**src/rtl/wdt_pkg.sv**
```systemverilog
package wdt_pkg;
  localparam int DIG_W      = 4;
  localparam int CTRL_FLAG  = 0;
  localparam int CTRL_MASK  = 1;
  localparam int CTRL_ROUTE = 2;

  // Clamp a BCD digit into 0..9.
  function automatic logic [DIG_W-1:0] bcd_digit_sat(input logic [DIG_W-1:0] d);
    return (d > 4'd9) ? 4'd9 : d;
  endfunction

  // One-step BCD digit decrement with wrap 0 -> 9.
  function automatic logic [DIG_W-1:0] bcd_digit_dec(input logic [DIG_W-1:0] d);
    return (d == 4'd0) ? 4'd9 : d - 4'd1;
  endfunction
endpackage

```
**src/rtl/wdt_load_regs.sv**
```systemverilog
module wdt_load_regs
  import wdt_pkg::*;
#(
  parameter int NREG        = 2,
  parameter int DIG_PER_REG = 2,
  parameter int ADDR_W      = 2,
  localparam int REG_W      = DIG_PER_REG * DIG_W,
  localparam int LOAD_W     = NREG * REG_W
) (
  input  logic              clk,
  input  logic              rst_n,
  input  logic              wr_en,
  input  logic [ADDR_W-1:0] addr,
  input  logic [REG_W-1:0]  wdata,
  output logic [LOAD_W-1:0] load_val,
  output logic [LOAD_W-1:0] load_next,
  output logic              restart
);
  logic [REG_W-1:0] wsat;
  logic [NREG-1:0]  wsel;

  for (genvar j = 0; j < DIG_PER_REG; j++) begin : g_sat
    assign wsat[j*DIG_W +: DIG_W] = bcd_digit_sat(wdata[j*DIG_W +: DIG_W]);
  end

  for (genvar i = 0; i < NREG; i++) begin : g_reg
    logic [REG_W-1:0] store_q;
    assign wsel[i] = wr_en && (addr == ADDR_W'(i));
    always_ff @(posedge clk) begin
      if (!rst_n)       store_q <= '0;
      else if (wsel[i]) store_q <= wsat;
    end
    assign load_val[i*REG_W +: REG_W]  = store_q;
    assign load_next[i*REG_W +: REG_W] = wsel[i] ? wsat : store_q;
  end

  assign restart = |wsel;
endmodule

```
**src/rtl/wdt_bcd_counter.sv**
```systemverilog
module wdt_bcd_counter
  import wdt_pkg::*;
#(
  parameter int NDIG = 4,
  localparam int CW  = NDIG * DIG_W
) (
  input  logic          clk,
  input  logic          rst_n,
  input  logic          tick,
  input  logic          restart,
  input  logic [CW-1:0] load_val,
  input  logic [CW-1:0] load_next,
  output logic [CW-1:0] count,
  output logic          active,
  output logic          expire
);
  localparam logic [CW-1:0] ONE = CW'(1);

  logic [CW-1:0]   count_q;
  logic [CW-1:0]   dec_val;
  logic [NDIG-1:0] borrow;

  assign borrow[0] = 1'b1;
  for (genvar g = 0; g < NDIG; g++) begin : g_dig
    logic [DIG_W-1:0] d;
    assign d = count_q[g*DIG_W +: DIG_W];
    assign dec_val[g*DIG_W +: DIG_W] = borrow[g] ? bcd_digit_dec(d) : d;
    if (g < NDIG - 1) begin : g_chain
      assign borrow[g+1] = borrow[g] && (d == '0);
    end
  end

  assign active = (load_val != '0);
  assign expire = tick && !restart && active && (count_q == ONE);

  always_ff @(posedge clk) begin
    if (!rst_n)              count_q <= '0;
    else if (restart)        count_q <= load_next;
    else if (expire)         count_q <= load_val;
    else if (tick && active) count_q <= dec_val;
  end

  assign count = count_q;
endmodule

```
**src/rtl/wdt_ctrl_irq.sv**
```systemverilog
module wdt_ctrl_irq #(
  parameter int ADDR_W                  = 2,
  parameter logic [ADDR_W-1:0] CTRL_ADDR = 2
) (
  input  logic              clk,
  input  logic              rst_n,
  input  logic              wr_en,
  input  logic              rd_en,
  input  logic [ADDR_W-1:0] addr,
  input  logic              wr_mask,
  input  logic              wr_route,
  input  logic              expire,
  output logic              flag,
  output logic              mask,
  output logic              route,
  output logic              flag_clr,
  output logic              irq_a,
  output logic              irq_b
);
  logic ctrl_sel;
  logic irq_live;

  assign ctrl_sel = (addr == CTRL_ADDR);
  assign flag_clr = rd_en && ctrl_sel;

  always_ff @(posedge clk) begin
    if (!rst_n) begin
      mask  <= 1'b0;
      route <= 1'b0;
    end else if (wr_en && ctrl_sel) begin
      mask  <= wr_mask;
      route <= wr_route;
    end
  end

  // Expiry outranks the read-clear so no event is lost.
  always_ff @(posedge clk) begin
    if (!rst_n)        flag <= 1'b0;
    else if (expire)   flag <= 1'b1;
    else if (flag_clr) flag <= 1'b0;
  end

  assign irq_live = flag && !mask;
  assign irq_a    = irq_live && !route;
  assign irq_b    = irq_live && route;
endmodule

```
**src/rtl/wdt_bcd_watchdog.sv**
```systemverilog
module wdt_bcd_watchdog
  import wdt_pkg::*;
#(
  parameter int NREG        = 2,
  parameter int DIG_PER_REG = 2,
  parameter int ADDR_W      = 2
) (
  input  logic                           clk,
  input  logic                           rst_n,
  input  logic                           tick,
  input  logic                           wr_en,
  input  logic                           rd_en,
  input  logic [ADDR_W-1:0]              addr,
  input  logic [DIG_PER_REG*DIG_W-1:0]   wdata,
  output logic [DIG_PER_REG*DIG_W-1:0]   rdata,
  output logic                           irq_a,
  output logic                           irq_b
);
  localparam int REG_W  = DIG_PER_REG * DIG_W;
  localparam int NDIG   = NREG * DIG_PER_REG;
  localparam int LOAD_W = NDIG * DIG_W;
  localparam logic [ADDR_W-1:0] CTRL_ADDR = ADDR_W'(NREG);

  logic [LOAD_W-1:0] load_val, load_next, count;
  logic restart, active, expire;
  logic flag, mask, route, flag_clr;
  logic [REG_W-1:0] ctrl_word;

  wdt_load_regs #(.NREG(NREG), .DIG_PER_REG(DIG_PER_REG), .ADDR_W(ADDR_W)) u_regs (
    .clk(clk), .rst_n(rst_n), .wr_en(wr_en), .addr(addr), .wdata(wdata),
    .load_val(load_val), .load_next(load_next), .restart(restart)
  );

  wdt_bcd_counter #(.NDIG(NDIG)) u_cnt (
    .clk(clk), .rst_n(rst_n), .tick(tick), .restart(restart),
    .load_val(load_val), .load_next(load_next),
    .count(count), .active(active), .expire(expire)
  );

  wdt_ctrl_irq #(.ADDR_W(ADDR_W), .CTRL_ADDR(CTRL_ADDR)) u_ctrl (
    .clk(clk), .rst_n(rst_n), .wr_en(wr_en), .rd_en(rd_en), .addr(addr),
    .wr_mask(wdata[CTRL_MASK]), .wr_route(wdata[CTRL_ROUTE]), .expire(expire),
    .flag(flag), .mask(mask), .route(route), .flag_clr(flag_clr),
    .irq_a(irq_a), .irq_b(irq_b)
  );

  always_comb begin
    ctrl_word             = '0;
    ctrl_word[CTRL_FLAG]  = flag;
    ctrl_word[CTRL_MASK]  = mask;
    ctrl_word[CTRL_ROUTE] = route;
  end

  always_comb begin
    rdata = '0;
    for (int i = 0; i < NREG; i++) begin
      if (addr == ADDR_W'(i)) rdata = load_val[i*REG_W +: REG_W];
    end
    if (addr == CTRL_ADDR) rdata = ctrl_word;
  end
endmodule

```
**config.mk**
```make
export PLATFORM = sky130hd
export DESIGN_NAME = wdt_bcd_watchdog
export DESIGN_NICKNAME = d
export VERILOG_FILES = /design/src/rtl/wdt_pkg.sv /design/src/rtl/wdt_load_regs.sv /design/src/rtl/wdt_bcd_counter.sv /design/src/rtl/wdt_ctrl_irq.sv /design/src/rtl/wdt_bcd_watchdog.sv
export SDC_FILE = /design/constraint.sdc
export NUM_CORES = 1
export LEC_CHECK = 0
export BUFFER_PORTS_ARGS = -buffer_cell sky130_fd_sc_hd__buf_2
export CAP_MARGIN = 40
export CORE_UTILIZATION = 30
export DETAILED_ROUTE_END_ITERATION = 10
export SETUP_SLACK_MARGIN = 0.4
export SYNTH_ARGS = -nofsm -noshare
export SYNTH_HDL_FRONTEND = slang
export SYNTH_SLANG_ARGS = --single-unit
```
**constraint.sdc**
```tcl
create_clock -name clk -period 2.16 [get_ports clk]
set_input_delay 0.108 -clock clk [delete_from_list [all_inputs] [get_ports clk]]
set_output_delay 0.108 -clock clk [all_outputs]
set_load 0.01 [all_outputs]
```
* After elaboration in Yosys (flattened, before gate mapping) *
Cells that the tools add are included.

word-level totals
  register bits = 35
  bits of input ports = 15
  output and inout bits = 10
  word-level logic and storage cells = 68

operators by class
  add/subtract/negate cells = 4
  $lt $le $gt $ge = 2
  equal/unequal tests = 3
  muxes and demuxes = 19
  reductions and logical operators = 31

operator list
  cell                                                                     number
  16-bit 2-to-1 mux                                                        3
  8-bit 2-to-1 mux                                                         5
  4-bit 2-to-1 mux                                                         9
  16-bit by 1-bit equality test with 1-bit output (second input constant)  1
  4-bit zero test                                                          4
  16-bit nonzero test                                                      1
  4-bit by 1-bit subtractor with 4-bit output (second input constant)      4
  1-bit logical AND                                                        13
  3-bit nonzero test                                                       4
  4-bit greater-than comparator (second input constant)                    2
  2-bit AND reduction                                                      3
  1-bit zero test                                                          3
  2-bit by 1-bit equality test with 1-bit output (second input constant)   1
  2-bit equality test (second input constant)                              1
  2-bit zero test                                                          1
  1-bit 2-to-1 mux                                                         2
  2-bit nonzero test                                                       1
  2-bit OR reduction                                                       1

* Logic depth before layout (Yosys ltp) *
Gate-level depths: netlist of run 1.

  word-level depth = 9
  gate-level depth with buffers = 8
  depth with buffers taken out = 5

* Cells and area by module *
From an unflattened synthesis of run 1, not the netlist that was laid out.

unflattened totals
  cells, all modules = 288
  area total of the unflattened synthesis = 2268.4 µm²

by module, submodules not included
  module            instances  cells an instance  area each (µm²)
  wdt_bcd_counter   1          161                1199.9
  wdt_load_regs     1          92                 763.2
  wdt_bcd_watchdog  1          19                 161.4
  wdt_ctrl_irq      1          16                 143.9

* Worst setup path before layout of run 1 *
OpenSTA, ideal clock, no wires.

  path type = register to register
  from = register u_regs.g_reg[1].store_q[6]
  to = register u_cnt.count_q[4] (netlist: u_cnt.count[4])
  data arrival time = 1.561 ns
  data required time = 2.088 ns
  path slack = 0.528 ns
  cell stages (with the launch flop) = 8
  buffers on the path = 2
  clock period less this slack = 1.632 ns
  cells stage by stage = dfxtp_1 -> nor4_1 -> a41oi_1 -> buf_2 -> nor2_2 -> a21o_1 -> buf_2 -> mux2i_1

between the ends
  longest elaborated chain between the ends = 5

ends and longest elaborated chain
  item                                                                RTL line               RTL
  start, declared                                                     wdt_load_regs.sv:27    logic [REG_W-1:0] store_q;
  start signal, assigned                                              wdt_load_regs.sv:31    else if (wsel[i]) store_q <= wsat;
  16-bit nonzero test *                                               wdt_bcd_counter.sv:33  assign active = (load_val != '0);
  1-bit logical AND (2 in series)                                     wdt_bcd_counter.sv:34  assign expire = tick && !restart && active && (count_q == ONE);
  3-bit nonzero test (no line) or 16-bit 2-to-1 mux (tied branches)   -
  2-bit AND reduction (no line) or 16-bit 2-to-1 mux (tied branches)  -
  end signal, assigned                                                wdt_bcd_counter.sv:38  else if (restart) count_q <= load_next;
  end signal, assigned                                                wdt_bcd_counter.sv:39  else if (expire) count_q <= load_val;
  end signal, assigned                                                wdt_bcd_counter.sv:40  else if (tick && active) count_q <= dec_val;
  end, declared                                                       wdt_bcd_counter.sv:19  logic [CW-1:0] count_q;

Every way passes the cells marked *; elsewhere a longest branch is shown, timed or not.
A chain may end at the register's enable or synchronous reset.

* Final worst setup path of run 1 *
  from = register u_cnt.count_q[8] (netlist: u_cnt.count[8])
  to = register u_cnt.count_q[11] (netlist: u_cnt.count[11])

between the ends
  longest elaborated chain between the ends = 6

ends and longest elaborated chain
  item                                                                            RTL line               RTL
  4-bit by 1-bit subtractor with 4-bit output or 4-bit zero test (tied branches)  wdt_pkg.sv:14          return (d == 4'd0) ? 4'd9 : d - 4'd1;
  4-bit 2-to-1 mux                                                                wdt_pkg.sv:14
  4-bit 2-to-1 mux                                                                wdt_bcd_counter.sv:27  assign dec_val[g*DIG_W +: DIG_W] = borrow[g] ? bcd_digit_dec(d) : d;
  16-bit 2-to-1 mux                                                               wdt_bcd_counter.sv:40
  16-bit 2-to-1 mux                                                               wdt_bcd_counter.sv:39
  16-bit 2-to-1 mux                                                               wdt_bcd_counter.sv:38

Parallel ways exist; a longest one is shown, timed or not. The select of a mux whose other input is x is not followed.

==> results.py, run 1 <==
metrics = {
    "die": {
        "start_util_pct": 31.2,
        "core_area_mm2": 0.00725,
        "die_x_um": 88.8,
        "rows": 31,
        "die_area_mm2": 0.00789,
        "die_height_um": 88.8,
        "io_pins": 25,
    },
    "synth": {
        "seq_area_frac_synth_pct": 31.0,
        "yosys_warnings": 0,
        "synth.most_common_cell": "nand2_1",
        "ys_top_cells_by_area": "dfxtp_1, mux2i_1, nand2_1, o21ai_0, nor2_1",
        "syn_area_mm2": 0.00226,
        "async_reset_ff_share_pct": 0,
        "avgSynthCellArea_um2": 7.75,
        "synth_commonest_cells": "nand2_1, dfxtp_1, mux2i_1",
        "synth.distinct_cells": 49,
        "synth-edff-count": 0,
        "synthCells": 292,
        "synth_top_cell_area_share_pct": 31.0,
        "post-synth-top-area-cell": "dfxtp_1",
        "synth_nets": 307,
        "ys_ff_latch": 35,
        "ys.flop_type": "dfxtp_1",
    },
    "timing": {
        "fmax_ghz": 0.568,
        "setup_viol": 0,
        "hold_violations": 0,
        "setup_tns_ps": 0,
        "finalCritPeriodShare_pct": 81.4,
        "min_period_ps": 1760,
        "rsz0062_at_grt": "yes",
        "finalMaxSlewViolations": 0,
        "tightest_slew_ps": 555,
        "fin_skew_ps": 12.7,
        "worst_slack_ps": 401,
        "slew-limit-headroom_pct": 63.0,
    },
    "clocking": {
        "cts.clk_slew.worst_paths_ps": 70,
        "clock-root-buffer": "clkbuf_8",
        "htreeDepth": 2,
        "clock-sinks": 35,
        "clockBufferDepth": 2,
        "cts_tree": "done",
        "hold_buffers": 0,
        "insertion_delay_ps": 300,
        "cts_made_buffers": 5,
    },
    "job": {
        "maxCapViolations": 0,
    },
    "grt": {
        "grt_pass1_wl_um": 10000,
        "grtUsageTotal_pct": 17.2,
        "antenna_found_initial": 0,
        "grt_max_degree": 42,
        "grt.overflow.total": 0,
        "grt_pass1_vias": 1951,
    },
    "critical_path": {
        "worst-path-buf-inv": 0,
        "cp-start-kind": "flop",
        "arrival_ps": 1930,
        "cp_cell_sequence": "nor4_4 > and4_4 > nand3_4 > a211o_4 > mux2i_1",
        "crit_slowest_cell": "a211o_4",
        "worstPathRequired_ps": 2330,
        "crit_type": "flop to flop",
        "rrSetupSlack_ps": 400,
        "cp-end-kind": "flop",
        "cpPeakStageDelay_ps": 390,
        "worstPathMaxFanout": 7,
        "cpLargestDelayFamily": "simple AND/OR/NAND/NOR gates",
    },
    "routing": {
        "drt_iter0_markers": 179,
        "drc": 0,
        "vias": 2242,
        "routed_wl_um": 6460,
        "dr.pass1.iters": 4,
        "viasPerCell": 5.31,
        "ant_nets": 0,
        "wl_per_cell_um": 15.3,
    },
    "placed_design": {
        "numPortBuffers": 24,
        "gp_congestion": 0.816,
        "place_ws_ps": 207,
        "postPlaceCellArea_mm2": 0.00250,
        "place_hpwl_um": 4400,
    },
    "outcome": {
        "status": "completed",
    },
    "final_layout": {
        "fin_nets": 337,
        "post-route-util_pct": 37.9,
        "drive_gt1_share_pct": 22.6,
        "n_antenna_cell": 0,
        "synthToLayoutAreaGrowth_pct": 21.5,
        "final_cell_area_mm2": 0.00275,
    },
    "worst_hold_path": {
        "hold_path.class": "primary input to flop",
    },
    "pwr": {
        "peakVddDrop_mv": 0.212,
        "p_leak_uw": 0.00110,
        "power_density_mw_per_mm2": 718,
    },
}
## power by group
| part | switching, uW | internal, uW |
|---|---|---|
| registers | 92.9 | 713 |
| logic | 309 | 320 |
| clock network | 247 | 291 |
| total | 650 | 1320 |
## worst min-delay path: cells and delay by family
family	cells	cell delay, ps
simple gates	2	100
buf+inv	1	70
compound gates	1	70
## metal layers
layer / GRT usage (%) / routed length [um]
met4: 8.21 / 155
met1: 21.9 / 2940
met3: 4.10 / 308
met2: 27.5 / 3060
met5: 0 / 0
## cell families (layout without fill, tap and decap cells)
family / Yosys count / count (layout) / synth area share [%]
XOR/XNOR: 2 / 2 / 0.774
AND/OR/NAND/NOR: 126 / 126 / 29.1
buffers and inverters: 23 / 54 / 4.20
multiplexers: 25 / 25 / 11.1
AO/OA/AOI/OAI: 81 / 81 / 23.9
flip-flops: 35 / 35 / 31.0
## final timing paths
path	from	endpoint	depth (start not counted)
setup reg to reg	u_cnt.count[8]	u_cnt.count[11]	5
hold / removal	rd_en	u_ctrl.flag	4
setup / recovery	u_cnt.count[8]	u_cnt.count[11]	5
hold reg to reg	u_cnt.count[7]	u_cnt.count[7]	2
## cell type report
type                    count  area (um^2)
multi-input cells         234         1510
well taps                  99          124
inverters                   3         11.3
fillers                   766         4510
clock buffers               8          100
flip-flops and latches     35          722
repair buffers             43          279
## cell usage in the layout (no fill, tap or decap), types with 3 or more instances in the layout
cell type / count
a21oi_1: 12
buf_4: 17
clkbuf_8: 7
o211a_1: 3
a21o_1: 3
nand2b_1: 8
a211oi_1: 3
inv_1: 3
a21boi_0: 7
mux2i_1: 25
dfxtp_4: 3
a31oi_1: 3
o211ai_1: 5
nor2_1: 23
nor4_4: 3
nor3b_1: 3
nand2_1: 48
o21a_1: 4
nor3_1: 6
buf_2: 24
o221ai_1: 3
and2_1: 6
nor4_1: 5
nand4_1: 3
dfxtp_1: 24
nor2b_1: 9
o21ai_0: 23
dfxtp_2: 8
## timing repair
| action | CTS | global route |
|---|---|---|
| resized for setup | 11 | 12 |
| pin swaps | 4 | 5 |
| setup buffers | 5 | 5 |
| setup endpoints to repair | 13 | 14 |
## flip-flops by register name, indices dropped and copies added (netlist names)
name / count
u_cnt.count: 16
u_regs.g.store_q: 16
u_ctrl.flag: 1
u_ctrl.route: 1
u_ctrl.mask: 1
## per-stage QoR
step           instances  total power, uW  hold slack [ps]
4_1_cts              417             1890             98.1
6_report             422             1970             99.9
3_3_place_gp         404             1300              396
5_1_grt              422             2070              115
3_5_place_dp         404             1300              408
2_1_floorplan        292             1170              253
Power figures use the tool's default switching activity.
==> run 2, diff against run 1 <==
==> constraint.sdc (replaced) <==
create_clock -name clk -period 1.5 [get_ports clk]
set_input_delay 0.075 -clock clk [delete_from_list [all_inputs] [get_ports clk]]
set_output_delay 0.075 -clock clk [all_outputs]
set_load 0.01 [all_outputs]
==> run 2 against run 1 <==
  * Clock-buffer cell count is 2 lower
  * The run now ends with negative setup slack left
  * Sequential power is 36% higher
  * Critical path depth stayed put
  * Setup slack worse by 590 ps
  * Clock skew is 2.9 ps higher
  * Maximum frequency is 4.3% higher
  * Register-to-register slack worse by 590 ps
  * Power is 48% higher
  * Flip-flop and latch count stayed put
  * Final cell count is 9.7% higher
  * Core utilization is 6.1 points higher
  * Die area stayed put
==> results.py, run 2 (synthesized netlist as in run 1, its figures left out) <==
metrics = {
    "outcome": {
        "status": "complete, but fails checks",
        "failed_checks": "negative setup slack",
    },
    "pwr": {
        "p_int_uw": 1940,
        "p_switching_uw": 985,
        "p_seq_share_pct": 37.5,
        "pwr-share-comb_pct": 38.4,
        "power_frac_clock_pct": 24.1,
        "power_density_mw_per_mm2": 917,
        "peakVddDrop_mv": 0.455,
        "power_switching_share_pct": 33.7,
        "p_leak_uw": 0.00134,
        "p_total_uw": 2930,
    },
    "die": {
        "rows": 31,
        "die_area_mm2": 0.00789,
        "die_x_um": 88.8,
        "io_pins": 25,
        "die_height_um": 88.8,
        "core_area_mm2": 0.00725,
        "start_util_pct": 31.2,
    },
    "routing": {
        "ant_nets": 0,
        "vias": 2370,
        "routed_wl_um": 6870,
        "drc": 0,
        "viasPerCell": 5.12,
        "dr.pass1.iters": 4,
        "wl_per_cell_um": 14.8,
        "drt_iter0_markers": 118,
    },
    "timing": {
        "fin_skew_ps": 15.6,
        "setup_viol": 16,
        "rsz0062_at_grt": "yes",
        "fmax_ghz": 0.593,
        "slew-limit-headroom_pct": 66.8,
        "finalCritPeriodShare_pct": 112,
        "tightest_slew_ps": 498,
        "hold_violations": 0,
        "min_period_ps": 1690,
        "worst_slack_ps": -186,
        "finalMaxSlewViolations": 0,
    },
    "clocking": {
        "cts.clk_slew.worst_paths_ps": 90,
        "insertion_delay_ps": 300,
        "clockBufferDepth": 2,
        "cts_tree": "done",
        "htreeDepth": 2,
        "cts_made_buffers": 5,
        "clock-root-buffer": "clkbuf_8",
        "hold_buffers": 0,
        "clock-sinks": 35,
    },
    "placed_design": {
        "gp_congestion": 0.825,
        "postPlaceCellArea_mm2": 0.00289,
        "place_hpwl_um": 5070,
        "numPortBuffers": 24,
    },
    "critical_path": {
        "cp-end-kind": "flop",
        "crit_type": "flop to flop",
        "arrival_ps": 1860,
        "worstPathRequired_ps": 1670,
        "cp-start-kind": "flop",
        "worstPathMaxFanout": 5,
    },
    "grt": {
        "grt_max_degree": 27,
        "grtUsageTotal_pct": 18.8,
        "antenna_found_initial": 0,
        "grt_pass1_vias": 2415,
        "grt_pass1_wl_um": 11300,
        "grt.overflow.total": 0,
    },
    "job": {
        "maxCapViolations": 0,
    },
    "final_layout": {
        "n_antenna_cell": 0,
        "fin_nets": 378,
        "post-route-util_pct": 44.0,
        "synthToLayoutAreaGrowth_pct": 41.1,
        "final_cell_area_mm2": 0.00319,
        "final_cell_mix": "nand2_1, buf_4, buf_2",
        "fill_cells": 745,
        "layout_commonest_cell": "nand2_1",
        "drive_gt1_share_pct": 37.6,
    },
    "worst_hold_path": {
        "hold_path.class": "primary input to flop",
    },
}
-- run 2: worst paths after layout --
path / startpoint / to / slack (ps) / cells after the start
worst max-delay path: u_cnt.count[4] / u_cnt.count[11] / -190 / 5
worst min-delay path: rd_en / u_ctrl.flag / 50 / 4
worst max register to register: u_cnt.count[4] / u_cnt.count[11] / -190 / 5
worst min register to register: u_ctrl.flag / u_ctrl.flag / 490 / 2
-- run 2: power by group through the flow --
stage,Clock [uW],Combinational [uW],Sequential [uW]
global placement,0,1000,1100
floorplan,0,587,1130
detailed placement,0,1010,1100
finish,706,1120,1100
CTS,713,1080,1090
global route,763,1220,1100
-- run 2: what timing repair did --
item / CTS / global route
buffers inserted: 1 / 1
gates resized for setup: 43 / 13
pin swaps: 11 / 6
gates cloned: 1 / 0
setup endpoints to repair: 25 / 28
-- run 2: per-layer routing --
layer	global-route usage, %	vias to the layer above	part of all wire (%)
li1	-	1199	-
met1	23.0	1107	47
met2	32.9	52	47
met3	3.08	12	4.5
met4	7.48	0	1.9
met5	0	-	0
-- run 2: area by class of cell --
| type | instances | area (um^2) | share of cell area (%) |
|---|---|---|---|
| clock buffer | 6 | 72.6 | 2.27 |
| clock inverter | 2 | 12.5 | 0.392 |
| inverter | 3 | 11.3 | 0.353 |
| multi-input combinational | 234 | 1590 | 49.7 |
| sequential | 35 | 732 | 22.9 |
| tap | 99 | 124 | 3.88 |
| timing repair buffer | 84 | 654 | 20.5 |
-- run 2: worst max-delay path, stage by stage, from the launching register on --
cell	delay, ps
dfxtp_2	340
nor4_4	320
and4_4	290
nand3_4	100
a211o_4	380
mux2i_1	130
-- run 2: through the flow --
| stage | hold WS, ps | setup WS [ps] | setup TNS [ps] | std cells |
|---|---|---|---|---|
| final | 45.7 | -186 | -1920 | 463 |
| after global routing | 68.4 | -248 | -2950 | 463 |
| after global placement | 367 | -211 | -2330 | 452 |
| after floorplan | 212 | -115 | -1050 | 292 |
| after CTS | 59.5 | -179 | -2110 | 462 |
| after detailed placement | 380 | -258 | -2760 | 452 |
